### src/rtl/twt_pkg.sv
package twt_pkg;
    // control word bit positions
    localparam int CTRL_W    = 12;
    localparam int CB_CAPT   = 0;
    localparam int CB_DOWN   = 1;
    localparam int CB_GEN    = 2;
    localparam int CB_CAPEN  = 3;
    localparam int CB_RELOAD = 4;
    localparam int CB_LOAD   = 5;
    localparam int CB_IE     = 6;
    localparam int CB_EN     = 7;
    localparam int CB_FLAG   = 8;
    localparam int CB_ALL    = 10;

    // address window per channel: 16 bytes
    localparam int WIN_BITS = 4;
    localparam logic [1:0] OFF_CTRL  = 2'd0;
    localparam logic [1:0] OFF_LOAD  = 2'd1;
    localparam logic [1:0] OFF_COUNT = 2'd2;

    typedef enum logic [1:0] {
        ST_STOP = 2'd0,
        ST_LOAD = 2'd1,
        ST_RUN  = 2'd2,
        ST_HOLD = 2'd3
    } tmr_state_e;
endpackage

### src/rtl/twt_capsync.sv
module twt_capsync #(
    parameter int STAGES = 2
) (
    input  logic clk,
    input  logic rst_n,
    input  logic async_i,
    output logic rise_o
);
    logic [STAGES-1:0] chain_q;
    logic              last_q;

    generate
        if (STAGES == 1) begin : g_single
            always_ff @(posedge clk) begin
                if (!rst_n) chain_q <= '0;
                else        chain_q <= async_i;
            end
        end else begin : g_chain
            always_ff @(posedge clk) begin
                if (!rst_n) chain_q <= '0;
                else        chain_q <= {chain_q[STAGES-2:0], async_i};
            end
        end
    endgenerate

    always_ff @(posedge clk) begin
        if (!rst_n) last_q <= 1'b0;
        else        last_q <= chain_q[STAGES-1];
    end

    assign rise_o = chain_q[STAGES-1] & ~last_q;
endmodule

### src/rtl/twt_stepper.sv
module twt_stepper #(
    parameter int CNT_W = 32
) (
    input  logic [CNT_W-1:0] cnt_i,
    input  logic             down_i,
    output logic [CNT_W-1:0] next_o,
    output logic             term_o
);
    always_comb begin
        if (down_i) begin
            next_o = cnt_i - CNT_W'(1);
            term_o = (cnt_i == '0);
        end else begin
            next_o = cnt_i + CNT_W'(1);
            term_o = &cnt_i;
        end
    end
endmodule

### src/rtl/twt_channel.sv
module twt_channel
    import twt_pkg::*;
#(
    parameter int CNT_W       = 32,
    parameter int DATA_W      = 32,
    parameter int SYNC_STAGES = 2
) (
    input  logic              clk,
    input  logic              rst_n,
    input  logic              wr_ctrl,
    input  logic              wr_load,
    input  logic [DATA_W-1:0] wdata,
    input  logic              run_all,
    input  logic              cap_raw,
    output logic [CTRL_W-1:0] ctrl_o,
    output logic [CNT_W-1:0]  load_o,
    output logic [CNT_W-1:0]  count_o,
    output logic [1:0]        state_o,
    output logic              gen_o,
    output logic              irq_o
);
    tmr_state_e        state_q, state_d;
    logic [CTRL_W-1:0] ctrl_q;
    logic [CNT_W-1:0]  load_q, cnt_q, cnt_step;
    logic              gen_q;
    logic              at_term, cap_rise;
    logic              run, ld, step_ok, cmp_event, cap_fire, evt;

    twt_capsync #(.STAGES(SYNC_STAGES)) u_sync (
        .clk     (clk),
        .rst_n   (rst_n),
        .async_i (cap_raw),
        .rise_o  (cap_rise)
    );

    twt_stepper #(.CNT_W(CNT_W)) u_step (
        .cnt_i  (cnt_q),
        .down_i (ctrl_q[CB_DOWN]),
        .next_o (cnt_step),
        .term_o (at_term)
    );

    assign run       = ctrl_q[CB_EN] | run_all;
    assign ld        = ctrl_q[CB_LOAD];
    assign step_ok   = (state_q == ST_RUN) && run && !ld;
    assign cmp_event = step_ok && at_term && !ctrl_q[CB_CAPT];
    assign cap_fire  = ctrl_q[CB_CAPT] && ctrl_q[CB_CAPEN] && cap_rise
                       && (ctrl_q[CB_RELOAD] || !ctrl_q[CB_FLAG]);
    assign evt       = cmp_event | cap_fire;

    // next-state logic
    always_comb begin
        state_d = state_q;
        unique case (state_q)
            ST_STOP: begin
                if (ld)       state_d = ST_LOAD;
                else if (run) state_d = ST_RUN;
            end
            ST_LOAD: begin
                if (!ld) state_d = run ? ST_RUN : ST_STOP;
            end
            ST_RUN: begin
                if (ld)                                   state_d = ST_LOAD;
                else if (!run)                            state_d = ST_STOP;
                else if (cmp_event && !ctrl_q[CB_RELOAD]) state_d = ST_HOLD;
            end
            ST_HOLD: begin
                if (ld) state_d = ST_LOAD;
            end
            default: state_d = ST_STOP;
        endcase
    end

    // state register
    always_ff @(posedge clk) begin
        if (!rst_n) state_q <= ST_STOP;
        else        state_q <= state_d;
    end

    // datapath and outputs
    always_ff @(posedge clk) begin
        if (!rst_n) begin
            ctrl_q <= '0;
            load_q <= '0;
            cnt_q  <= '0;
            gen_q  <= 1'b0;
        end else begin
            if (wr_ctrl) begin
                ctrl_q          <= wdata[CTRL_W-1:0];
                ctrl_q[CB_FLAG] <= (ctrl_q[CB_FLAG] & ~wdata[CB_FLAG]) | evt;
            end else if (evt) begin
                ctrl_q[CB_FLAG] <= 1'b1;
            end

            if (cap_fire)     load_q <= cnt_q;
            else if (wr_load) load_q <= wdata[CNT_W-1:0];

            if (ld) begin
                cnt_q <= load_q;
            end else if (step_ok) begin
                if (cmp_event) cnt_q <= ctrl_q[CB_RELOAD] ? load_q : cnt_q;
                else           cnt_q <= cnt_step;
            end

            gen_q <= cmp_event & ctrl_q[CB_GEN];
        end
    end

    assign ctrl_o  = ctrl_q;
    assign load_o  = load_q;
    assign count_o = cnt_q;
    assign state_o = state_q;
    assign gen_o   = gen_q;
    assign irq_o   = ctrl_q[CB_FLAG] & ctrl_q[CB_IE];
endmodule

### src/rtl/twin_timer.sv
module twin_timer
    import twt_pkg::*;
#(
    parameter int N_TMR       = 2,
    parameter int CNT_W       = 32,
    parameter int DATA_W      = 32,
    parameter int SYNC_STAGES = 2,
    localparam int SEL_W      = (N_TMR > 1) ? $clog2(N_TMR) : 1,
    localparam int ADDR_W     = SEL_W + WIN_BITS
) (
    input  logic              clk,
    input  logic              rst_n,
    input  logic              reg_wr,
    input  logic [ADDR_W-1:0] reg_addr,
    input  logic [DATA_W-1:0] reg_wdata,
    output logic [DATA_W-1:0] reg_rdata,
    input  logic [N_TMR-1:0]  cap_in,
    output logic [N_TMR-1:0]  gen_out,
    output logic [N_TMR-1:0]  irq
);
    logic [SEL_W-1:0]                addr_sel;
    logic [1:0]                      addr_off;
    logic                            unused_byte_bits;
    logic [N_TMR-1:0]                wr_ctrl, wr_load, all_bits;
    logic                            run_all;
    logic [N_TMR-1:0][CTRL_W-1:0]    ctrl_all;
    logic [N_TMR-1:0][CNT_W-1:0]     load_all;
    logic [N_TMR-1:0][CNT_W-1:0]     count_all;
    logic [N_TMR-1:0][1:0]           state_all;

    assign addr_sel         = reg_addr[ADDR_W-1:WIN_BITS];
    assign addr_off         = reg_addr[WIN_BITS-1:2];
    assign unused_byte_bits = ^reg_addr[1:0];
    assign run_all          = |all_bits;

    for (genvar g = 0; g < N_TMR; g++) begin : g_chan
        assign wr_ctrl[g]  = reg_wr && (addr_sel == SEL_W'(g)) && (addr_off == OFF_CTRL);
        assign wr_load[g]  = reg_wr && (addr_sel == SEL_W'(g)) && (addr_off == OFF_LOAD);
        assign all_bits[g] = ctrl_all[g][CB_ALL];

        twt_channel #(
            .CNT_W       (CNT_W),
            .DATA_W      (DATA_W),
            .SYNC_STAGES (SYNC_STAGES)
        ) u_chan (
            .clk     (clk),
            .rst_n   (rst_n),
            .wr_ctrl (wr_ctrl[g]),
            .wr_load (wr_load[g]),
            .wdata   (reg_wdata),
            .run_all (run_all),
            .cap_raw (cap_in[g]),
            .ctrl_o  (ctrl_all[g]),
            .load_o  (load_all[g]),
            .count_o (count_all[g]),
            .state_o (state_all[g]),
            .gen_o   (gen_out[g]),
            .irq_o   (irq[g])
        );
    end

    // read mux
    always_comb begin
        reg_rdata = '0;
        for (int i = 0; i < N_TMR; i++) begin
            if (addr_sel == SEL_W'(i)) begin
                case (addr_off)
                    OFF_CTRL:  reg_rdata = DATA_W'(ctrl_all[i]);
                    OFF_LOAD:  reg_rdata = DATA_W'(load_all[i]);
                    OFF_COUNT: reg_rdata = DATA_W'(count_all[i]);
                    default:   reg_rdata = '0;
                endcase
            end
        end
    end
endmodule

### config.mk
export PLATFORM = sky130hd
export DESIGN_NAME = twin_timer
export DESIGN_NICKNAME = d
export VERILOG_FILES = /design/src/rtl/twt_pkg.sv /design/src/rtl/twt_capsync.sv /design/src/rtl/twt_stepper.sv /design/src/rtl/twt_channel.sv /design/src/rtl/twin_timer.sv
export SDC_FILE = /design/constraint.sdc
export NUM_CORES = 1
export LEC_CHECK = 0
export BUFFER_PORTS_ARGS = -buffer_cell sky130_fd_sc_hd__buf_2
export CORE_MARGIN = 2
export CORE_UTILIZATION = 60
export CTS_CLUSTER_DIAMETER = 60
export CTS_CLUSTER_SIZE = 20
export DETAILED_ROUTE_END_ITERATION = 12
export GPL_TIMING_DRIVEN = 0
export PLACE_DENSITY = 0.76
export SYNTH_ARGS = -nofsm -noshare
export SYNTH_HDL_FRONTEND = slang
export SYNTH_HIERARCHICAL = 1
export SYNTH_SLANG_ARGS = --single-unit
### constraint.sdc
create_clock -name clk -period 7.35 [get_ports clk]
set_input_delay 1.1025 -clock clk [delete_from_list [all_inputs] [get_ports clk]]
set_output_delay 1.1025 -clock clk [all_outputs]
set_load 0.01 [all_outputs]
==> results.md <==
* Status: finished clean
* Unrepaired setup endpoints after global routing: false
* Async S/R FF share, synth at 0%
* Most frequent cells in the layout: dfxtp_1 (162), a21oi_1 (154), nand2_1 (133)
* Synth unique cells at 82
* Die Wd at roughly 150 um
* GPL Wtd Cong at approximately 0.94
* Crit path DAT at between 2 and 3 ns
* Clock power share at about two fifths
* Worst setup path category: input pin to output port
* CTS clk-pin slew, worst paths at around 0.070 ns
* Detailed Place HPWL at around 29000 um
* Fraction of layout cells with a size suffix above 1 at between 10% and 20%
* Ports at slightly below 80
* Setup violators final at 0
* GRT Util Overall at between 30% and 40%
* Number of synthesized flops with an enable pin at 0
* Area of the core at around 21000 um^2
* First-pass GRT wire length at 59300 um
* CP required at 6.25 ns
* Fin crit share at approximately half
* Worst vdd ir at 0.162 mV
* Syn_nets at ~1600
* Worst-margin pin slew at about 0.8 ns
* Critical path startpoint category: input pin
* FP Rows at 53
* Post-DRT Antenna Nets at 0
* Drt initial violations at between 1000 and 1500
* Sequential area share after synthesis at between 20% and 30%
* Psw at 0.620 mW
* Synthesized cell area at 12600 um^2
* Commonest non-fill, non-tap cell in the layout: dfxtp_1
* Drt drc at 0
* Final core occ at 66.7%
* Worst Hold Slack at roughly 0.44 ns
* Number of global-route vias before repair at ~11000
* Post-CTS setup buffers at 0
* Leakage at around 6.4 nW
* Cts repair resizes at 0
* Crit Path Max Fanout at 10
* Cell Pwr Density at around 150 nW/um^2
* Die height at around 150 um
* Avg WL per Cell at a little over 20 um
* Post-synthesis register bit count at between 150 and 200
* Total negative slack at 0 ns
* Synth-to-Final Area Change at 10.1%
* Endpoints failing hold at 0
* Grt total ovfl at 0
* F_max at about 0.27 GHz
* Synth warn at 6
* H-tree Lvls at 4
* DR vias at around 12000
* Initial Util at 60.6%
* Skew final at about 0.010 ns
* Clock Latency Late Sink at approximately 0.44 ns
* Die area at approximately 22000 um^2
* Hold Crit Class: register to register
* CTS Root Cell: clkbuf_16
* Layout Nets at around 1700
* Mapped Avg Cell Area at between 8 and 9 um^2
* Initial antenna violation count at 0
* Slew HR at between 40% and 50%
* Sw Ratio at between 20% and 30%
* Antenna cell count at 0
* Max-cap violations at 0
* Total placed cells including tap cells at about 1800
* CTS Buffer Depth at 2
* Crit. End Element: output port
* Clock Sinks at 164
* Drt pass-1 iters at 8
* Top FF cell, synth: dfxtp_1
* Min Clock Period, post-route at approximately 3.7 ns
* Post-Route WL at ~37000 um
* Via density per instance at approximately 6.4
* Largest net degree at the start of global routing at 37
* Part of the power in registers at a little under half
* CTS buffer count at 17
* Port Buffer Count at 73
* Mapped Cells at 1459
* Comb power frac at 13.9%
* Slew Limit Fails at 0
* Hold buffers post-CTS at 0
* Internal power at ~1.5 mW
* Final Non-Filler Cells at between 1500 and 2000
* TritonCTS clock tree: built
[final timing paths]
kind | startpoint | to | slack, ns | cells past startpoint
hold reg to reg | g_chan[0].u_chan/u_sync/chain_q[0]$_SDFF_PN0_ | g_chan[0].u_chan/u_sync/chain_q[1]$_SDFF_PN0_ | 0.44 | 1
setup reg to reg | g_chan[0].u_chan/ctrl_o[1]$_SDFFE_PN0P_ | g_chan[0].u_chan/count_o[28]$_SDFFE_PN0P_ | 3.95 | 12
hold / removal | g_chan[0].u_chan/u_sync/chain_q[0]$_SDFF_PN0_ | g_chan[0].u_chan/u_sync/chain_q[1]$_SDFF_PN0_ | 0.44 | 1
setup / recovery | reg_addr[3] | reg_rdata[15] | 3.68 | 7
[routing by layer]
layer,share of wire [%],GRT usage (%)
met4,4.9,17.8
met2,46,54.0
met3,5.7,4.10
met1,43,44.1
met5,0,0
[kinds of logic (layout without fill, tap and decap cells)]
family                     Yosys count  after routing  share of synthesized area, %
AOI/OAI and AO/OA                  552            552                          33.4
and+or+nand+nor                    340            340                          14.7
buffers and inverters              183            288                          7.69
xor gates and xnor gates            60             60                          4.16
DFF                                164            164                          26.0
muxes                               98             98                          7.77
adders and majority gates           62             62                          6.26
[synthesized netlist by cell type (20+ instances only)]
| library cell | count | share of area (%) |
|---|---|---|
| ha_1 | 60 | 5.9 |
| clkbuf_1 | 32 | 0.95 |
| xnor2_1 | 32 | 2.2 |
| nand2_1 | 133 | 4.0 |
| o221a_2 | 50 | 4.5 |
| o21ai_0 | 74 | 2.9 |
| a21oi_1 | 154 | 6.1 |
| inv_1 | 76 | 2.3 |
| nor2_1 | 33 | 0.98 |
| a21o_1 | 26 | 1.5 |
| nand4_1 | 20 | 0.99 |
| xor2_1 | 28 | 1.9 |
| buf_2 | 35 | 1.4 |
| nor2b_1 | 26 | 1.3 |
| mux2i_1 | 98 | 7.8 |
| buf_6 | 26 | 2.3 |
| a221oi_1 | 20 | 1.4 |
| a22oi_1 | 20 | 1.2 |
| dfxtp_1 | 164 | 26 |
| o21a_1 | 20 | 1.2 |
| o211a_1 | 68 | 5.4 |
[critical path, stage by stage]
cell      delay (ns)
buf_2           0.11
buf_6           0.15
and2b_1         0.23
buf_2           0.21
a221oi_1        0.40
a21oi_1         0.16
buf_2           0.19
[cell type report]
cell class | count | area, um^2
timing repair buffer | 73 | 365
fill | 1779 | 6930
buffer | 105 | 678
clock buffer | 17 | 425
sequential | 164 | 3290
tap | 275 | 344
multi-input combinational | 1112 | 8370
inverter | 78 | 293
clock inverter | 15 | 136
[metrics by stage]
stage                     total power [mW]  setup slack (ns)  cell area (um^2)
final                                 2.10              3.68             13900
after global routing                  2.17              3.68             13900
after CTS                             2.10              3.48             13900
after detailed placement              1.25              3.50             13300
after global placement                1.25              3.58             13300
after floorplan                       1.16              4.20             12600
[power by group through the flow]
| stage | Clock [mW] | Sequential (mW) | Combinational (mW) |
|---|---|---|---|
| 3_3_place_gp | 0 | 0.969 | 0.280 |
| 4_1_cts | 0.863 | 0.949 | 0.286 |
| 5_1_grt | 0.897 | 0.955 | 0.317 |
| 2_1_floorplan | 0 | 0.954 | 0.206 |
| 6_report | 0.857 | 0.952 | 0.292 |
| 3_5_place_dp | 0 | 0.970 | 0.284 |
[state kept, by name, summed over array words and instances (netlist names)]
register and count:
g_chan.u_chan/u_sync/chain_q 4, g_chan.u_chan/u_sync/last_q 2, g_chan.u_chan/state_o 4, g_chan.u_chan/gen_o 2, g_chan.u_chan/count_o 64, g_chan.u_chan/ctrl_o 24, g_chan.u_chan/load_o 64
Power figures use the tool's default switching activity.
